--- src/rtl/adc_kc_pkg.sv ---
package adc_kc_pkg;

    localparam int ADDR_W  = 8;
    localparam int DATA_W  = 32;
    localparam int ROUTE_W = 12;
    localparam int SMP_W   = 16;
    localparam int FLAG_BIT = 31;

    localparam logic [ADDR_W-1:0] OFF_RESULT = 8'h08;
    localparam logic [ADDR_W-1:0] OFF_ROUTE  = 8'h18;
    localparam logic [ADDR_W-1:0] OFF_GUARD  = 8'h20;
    localparam logic [DATA_W-1:0] GUARD_KEY  = 32'h0000_00AA;

    typedef enum logic {
        DIV_FAST = 1'b0,
        DIV_SLOW = 1'b1
    } div_mode_e;

    typedef struct packed {
        logic              rd;
        logic              wr;
        logic [ADDR_W-1:0] addr;
        logic [DATA_W-1:0] wdata;
    } bus_req_t;

    typedef struct packed {
        logic start_conv;
        logic key_write;
        logic route_write;
        logic any_access;
    } bus_evt_t;

    function automatic logic [DATA_W-1:0] pack_result(input logic ready,
                                                      input logic [SMP_W-1:0] smp);
        logic [DATA_W-1:0] w;
        w = '0;
        w[FLAG_BIT]    = ready;
        w[SMP_W-1:0]   = smp;
        return w;
    endfunction

    function automatic logic [DATA_W-1:0] pack_route(input logic [ROUTE_W-1:0] r);
        logic [DATA_W-1:0] w;
        w = '0;
        w[ROUTE_W-1:0] = r;
        return w;
    endfunction

endpackage

--- src/rtl/adc_kc_decode.sv ---
module adc_kc_decode
    import adc_kc_pkg::*;
(
    input  bus_req_t req,
    output bus_evt_t evt
);
    always_comb begin
        evt.start_conv  = req.rd && (req.addr == OFF_RESULT);
        evt.key_write   = req.wr && (req.addr == OFF_GUARD) && (req.wdata == GUARD_KEY);
        evt.route_write = req.wr && (req.addr == OFF_ROUTE);
        evt.any_access  = req.rd || req.wr;
    end
endmodule

--- src/rtl/adc_kc_keygate.sv ---
module adc_kc_keygate
    import adc_kc_pkg::*;
(
    input  logic               clk,
    input  logic               rst,
    input  bus_evt_t           evt,
    input  logic [ROUTE_W-1:0] new_route,
    output logic [ROUTE_W-1:0] route,
    output logic               route_taken
);
    logic is_open;

    assign route_taken = evt.route_write && is_open;

    always_ff @(posedge clk) begin
        if (rst) begin
            is_open <= 1'b0;
            route   <= '0;
        end else begin
            if (evt.key_write)
                is_open <= 1'b1;
            else if (evt.any_access)
                is_open <= 1'b0;
            if (route_taken)
                route <= new_route;
        end
    end

    // a routing write with the guard closed leaves the pattern alone
    a_r5_locked_write_ignored: assert property (@(posedge clk) disable iff (rst)
        (evt.route_write && !is_open) |=> $stable(route));

    // the pattern only moves after an open-guard routing write
    a_r6_change_needs_key: assert property (@(posedge clk) disable iff (rst)
        !$stable(route) |-> ($past(is_open) && $past(evt.route_write)));

    // any non-key access closes the guard
    a_r7_one_shot: assert property (@(posedge clk) disable iff (rst)
        (evt.any_access && !evt.key_write) |=> !is_open);

endmodule

--- src/rtl/adc_kc_engine.sv ---
module adc_kc_engine
    import adc_kc_pkg::*;
#(
    parameter int CONV_FAST_CYC   = 13334,
    parameter int CONV_SLOW_CYC   = 54055,
    parameter int SETTLE_FAST_CYC = 25000,
    parameter int SETTLE_SLOW_CYC = 100000
)(
    input  logic             clk,
    input  logic             rst,
    input  logic             start_conv,
    input  logic             settle_load,
    input  div_mode_e        div_mode,
    input  logic [SMP_W-1:0] sample_in,
    output logic             ready,
    output logic [SMP_W-1:0] result
);
    localparam int CONV_MAX   = (CONV_FAST_CYC > CONV_SLOW_CYC) ? CONV_FAST_CYC : CONV_SLOW_CYC;
    localparam int SETTLE_MAX = (SETTLE_FAST_CYC > SETTLE_SLOW_CYC) ? SETTLE_FAST_CYC : SETTLE_SLOW_CYC;
    localparam int CW = $clog2(CONV_MAX + 1);
    localparam int SW = $clog2(SETTLE_MAX + 1);

    logic [CW-1:0] conv_cnt;
    logic [SW-1:0] settle_cnt;
    logic          busy;
    logic [CW-1:0] conv_len;
    logic [SW-1:0] settle_len;

    always_comb begin
        conv_len   = (div_mode == DIV_SLOW) ? CW'(CONV_SLOW_CYC)   : CW'(CONV_FAST_CYC);
        settle_len = (div_mode == DIV_SLOW) ? SW'(SETTLE_SLOW_CYC) : SW'(SETTLE_FAST_CYC);
    end

    always_ff @(posedge clk) begin
        if (rst) begin
            settle_cnt <= '0;
        end else if (settle_load) begin
            settle_cnt <= settle_len;
        end else if (settle_cnt != '0) begin
            settle_cnt <= settle_cnt - 1'b1;
        end
    end

    always_ff @(posedge clk) begin
        if (rst) begin
            busy     <= 1'b0;
            ready    <= 1'b0;
            result   <= '0;
            conv_cnt <= '0;
        end else if (start_conv) begin
            busy     <= 1'b1;
            ready    <= 1'b0;
            conv_cnt <= conv_len;
        end else if (busy) begin
            if (conv_cnt != '0) begin
                conv_cnt <= conv_cnt - 1'b1;
            end else if (settle_cnt == '0) begin
                result <= sample_in;
                ready  <= 1'b1;
                busy   <= 1'b0;
            end
        end
    end

    // a start always leaves the flag clear on the next cycle
    a_r3_start_clears_ready: assert property (@(posedge clk) disable iff (rst)
        start_conv |=> !ready);

    // capture never happens with settling time outstanding
    a_r10_settle_gates_capture: assert property (@(posedge clk) disable iff (rst)
        $rose(ready) |-> ($past(settle_cnt) == '0 && $past(conv_cnt) == '0));

endmodule

--- src/rtl/adc_keyed_ctrl.sv ---
module adc_keyed_ctrl
    import adc_kc_pkg::*;
#(
    parameter int CONV_FAST_CYC   = 13334,
    parameter int CONV_SLOW_CYC   = 54055,
    parameter int SETTLE_FAST_CYC = 25000,
    parameter int SETTLE_SLOW_CYC = 100000
)(
    input  logic        clk,
    input  logic        rst,
    input  logic [7:0]  bus_addr,
    input  logic        bus_rd,
    input  logic        bus_wr,
    input  logic [31:0] bus_wdata,
    output logic [31:0] bus_rdata,
    input  logic [15:0] sample_in,
    input  logic        div_sel,
    output logic [11:0] route_sel
);
    bus_req_t         req;
    bus_evt_t         evt;
    logic             route_taken;
    logic             ready;
    logic [SMP_W-1:0] result;

    always_comb begin
        req.rd    = bus_rd;
        req.wr    = bus_wr;
        req.addr  = bus_addr;
        req.wdata = bus_wdata;
    end

    adc_kc_decode u_decode (
        .req (req),
        .evt (evt)
    );

    adc_kc_keygate u_keygate (
        .clk         (clk),
        .rst         (rst),
        .evt         (evt),
        .new_route   (bus_wdata[ROUTE_W-1:0]),
        .route       (route_sel),
        .route_taken (route_taken)
    );

    adc_kc_engine #(
        .CONV_FAST_CYC   (CONV_FAST_CYC),
        .CONV_SLOW_CYC   (CONV_SLOW_CYC),
        .SETTLE_FAST_CYC (SETTLE_FAST_CYC),
        .SETTLE_SLOW_CYC (SETTLE_SLOW_CYC)
    ) u_engine (
        .clk         (clk),
        .rst         (rst),
        .start_conv  (evt.start_conv),
        .settle_load (route_taken),
        .div_mode    (div_mode_e'(div_sel)),
        .sample_in   (sample_in),
        .ready       (ready),
        .result      (result)
    );

    always_ff @(posedge clk) begin
        if (rst) begin
            bus_rdata <= '0;
        end else if (bus_rd) begin
            unique case (bus_addr)
                OFF_RESULT: bus_rdata <= pack_result(ready, result);
                OFF_ROUTE:  bus_rdata <= pack_route(route_sel);
                default:    bus_rdata <= '0;
            endcase
        end
    end

    // unmapped and lock offsets read as zero
    a_r1_blank_offsets: assert property (@(posedge clk) disable iff (rst)
        (bus_rd && bus_addr != OFF_RESULT && bus_addr != OFF_ROUTE) |=> (bus_rdata == '0));

    // bits between flag and sample are always zero in a result read
    a_r4_result_format: assert property (@(posedge clk) disable iff (rst)
        (bus_rd && bus_addr == OFF_RESULT) |=> (bus_rdata[30:16] == '0));

endmodule

--- config.mk ---
export PLATFORM = sky130hd
export DESIGN_NAME = adc_keyed_ctrl
export DESIGN_NICKNAME = d
export VERILOG_FILES = /design/src/rtl/adc_kc_pkg.sv /design/src/rtl/adc_kc_decode.sv /design/src/rtl/adc_kc_keygate.sv /design/src/rtl/adc_kc_engine.sv /design/src/rtl/adc_keyed_ctrl.sv
export SDC_FILE = /design/constraint.sdc
export NUM_CORES = 1
export LEC_CHECK = 0
export ABC_CLOCK_PERIOD_IN_PS = 3600
export CAP_MARGIN = 20
export CELL_PAD_IN_SITES_DETAIL_PLACEMENT = 1
export CELL_PAD_IN_SITES_GLOBAL_PLACEMENT = 1
export CORE_UTILIZATION = 39
export CTS_BUF_LIST = sky130_fd_sc_hd__clkbuf_2
export CTS_CLUSTER_SIZE = 28
export DETAILED_ROUTE_END_ITERATION = 8
export GPL_TIMING_DRIVEN = 0
export PLACE_DENSITY_LB_ADDON = 0.3
export SLEW_MARGIN = 30
export SYNTH_ARGS = -nofsm -noshare
export SYNTH_HDL_FRONTEND = slang
export SYNTH_SLANG_ARGS = --single-unit
--- constraint.sdc ---
create_clock -name clk -period 3.6 [get_ports clk]
set_input_delay 0.72 -clock clk [delete_from_list [all_inputs] [get_ports clk]]
set_output_delay 0.72 -clock clk [all_outputs]
set_load 0.01 [all_outputs]
==> results.toml <==
[timing]
grt_setup_unrepaired = "false"
fin_tns_setup_ps = 0
finalClockSkew_ps = 30.9
period_needed_ps = 2800
holdWs_ps = 497
finalSetupViolCount = 0
fmax_mhz = 357
hold_viol_final = 0
tightest_slew_ps = 749
relSlewSlack = 0.497
finalCritPeriodShare = 0.778
maxSlewViolCount = 0

[cts]
insertion_delay_ps = 570
cts_num_sinks = 81
cts_root_buf = "clkbuf_2"
post_cts_buffers = 0
cts_tree = "built"
cts_max_level = 3
clockBufferDepth = 2
holdBufCountCts = 0
clkTransAtPathRegs_ps = 240
cts_resized = 0
cts_inserted_buffers = 9

[drt]
vias = 3451
post_drt_wl_per_cell_um = 16.8
drtAntennaViolNets = 0
drt_iter0_markers = 92
first_pass_iters = 5
detail_route.wirelength_um = 10900
vias_per_cell = 5.33
drc = 0

[die]
core.rowCount = 35
start_util = 0.401
die-area_mm2 = 0.00986
dieHeight_um = 99.3
fp.dieW_um = 99.3
core-area_mm2 = 0.00920
io_pins = 105

[logic_synthesis]
yosys-top-cells-count = "81 x dfxtp_1, 55 x nor2_1, 41 x nand2_1, 39 x a21oi_1, 21 x nor2b_1"
synth_seq_cells = 81
synthFlopType = "dfxtp_1"
synth_edf_count = 0
yosysWarnings = 0
synth_top_area_frac = 0.439
synthCells = 419
synth_top_cell_by_area = "dfxtp_1"
avgSynthCellArea_um2 = 8.81
synth.most_common_cell = "dfxtp_1"
synthArstFlopShare = 0
seq_area_frac_synth = 0.439
synth_cell_types = 48
syn_area_mm2 = 0.00369
ys_top_cells_by_area = "dfxtp_1 44%, nor2_1 5.6%, a21oi_1 5.3%, mux2i_1 4.6%, nand2_1 4.2%"

[setup_path]
cp_max_fo = 10
crit_required_ps = 4040
worstSetupPathType = "primary input to flop"
cp_data_arrival_time_ps = 3240
cp-end-kind = "flop"
start_kind = "primary input"

[placement]
gp_congestion = 0.838
io_buffers = 88
hpwlAfterDp_um = 8230

[global_route]
gr-total-overflow = 0
antenna_found_initial = 0
grt_use_total = 0.229
grt_pass1_wl_um = 17400
grt_pass1_vias = 3543
grt_max_degree = 16

[final_layout]
antenna_cells = 0
syn2layout_area_growth_pct = 31.9
n_fill_cell = 1105
utilization = 0.530
regArea_mm2 = 0.00162
drive_above_1_share = 0.0857
multi_input_area_mm2 = 0.00193
finalNetCount = 595

[pwr]
power_leakage_nw = 1.72
ir_drop_mv = 0.186
p_per_area_mw_per_mm2 = 422

[hold_path]
hold_class = "flop to flop"

[run_status]
status = "finished clean"

[flow_run]
cap_violations = 0
-- registers in the layout (all words and copies together), names as in the netlist --
register             count
u_engine.result         16
bus_rdata               17
u_keygate.route         12
u_engine.busy            1
u_engine.settle_cnt     17
u_engine.conv_cnt       16
u_keygate.is_open        1
u_engine.ready           1
-- worst max-delay path, cell delays in order --
cell             delay, ps
clkdlybuf4s50_1        640
nor2b_1                280
and3_2                 190
buf_2                  200
nor4_4                 660
buf_8                  250
mux2i_1                220
nor2_1                  70
-- power breakdown --
part           switching, mW  internal, mW  total [mW]
combinational          0.298         0.265       0.563
sequential            0.0746         0.960        1.03
clock                  0.357        0.0986       0.456
total                  0.730          1.32        2.05
-- cells in the final DEF, fill, tap and decap left out, types with 4 or more instances in the layout --
cell / synthesis / layout
dfxtp_1: 81 / 81
nand4_1: 5 / 5
o21ai_0: 6 / 6
clkbuf_1: 15 / 15
nor3_1: 7 / 7
nor2b_1: 21 / 21
mux2i_1: 17 / 17
inv_1: 4 / 4
xor2_1: 13 / 13
nand3b_1: 7 / 7
a21oi_1: 39 / 39
nor2_1: 55 / 55
nand4b_1: 4 / 4
clkbuf_2: 0 / 9
xnor2_1: 10 / 10
nand3_1: 7 / 7
clkdlybuf4s50_1: 0 / 88
nand2_1: 41 / 41
a221oi_1: 12 / 12
conb_1: 1 / 15
buf_4: 15 / 15
nor4_1: 15 / 14
-- final cells by class --
class                      instances  area share
timing repair buffer              88       0.181
clock buffer                       9     0.00925
multi-input combinational        316       0.395
inverter                           4     0.00308
sequential                        81       0.333
tap                              111      0.0285
clock inverter                     7      0.0113
buffer                            32      0.0388
-- worst paths after layout --
kind                                  startpoint                               to  slack, ps  cells after the start
max reg2reg  u_engine.settle_cnt[0]$_SDFFE_PP0P_  u_engine.result[5]$_SDFFE_PP0P_        980                      8
min reg2reg      u_keygate.route[2]$_SDFFE_PP0P_  u_keygate.route[2]$_SDFFE_PP0P_        500                      2
min              u_keygate.route[2]$_SDFFE_PP0P_  u_keygate.route[2]$_SDFFE_PP0P_        500                      2
max                                       bus_rd  u_engine.result[5]$_SDFFE_PP0P_        800                      8
-- metrics by stage --
step	worst slack, ps	cell area [µm²]	power [mW]	instances
6_report	801	4870	2.05	648
3_3_place_gp	259	4760	1.58	632
2_1_floorplan	1340	3740	1.43	433
4_1_cts	763	4860	2.06	648
5_1_grt	715	4870	2.17	648
3_5_place_dp	180	4760	1.61	632
-- metal layers --
metal  routed length (µm)  vias to the layer above  GRT usage  part of all wire
met4                  134                        0     0.0690             0.012
met5                    0                        -          0                 0
li1                     -                     1682          -                 -
met1                 4940                     1672      0.285              0.45
met3                  627                       11     0.0625             0.058
met2                 5160                       86      0.386              0.47
-- kinds of logic (layout without fill, tap and decap cells) --
family | after synthesis | count (layout) | share of synthesized area
AO/OA/AOI/OAI | 69 | 69 | 0.114
buffers and inverters | 36 | 140 | 0.0552
other | 1 | 15 | 0.00102
AND/OR/NAND/NOR | 190 | 190 | 0.284
multiplexers | 17 | 17 | 0.0461
flip-flops | 81 | 81 | 0.439
adder cells (fa/ha/maj) | 2 | 2 | 0.00678
XOR/XNOR | 23 | 23 | 0.0546
Power figures use the tool's default switching activity.
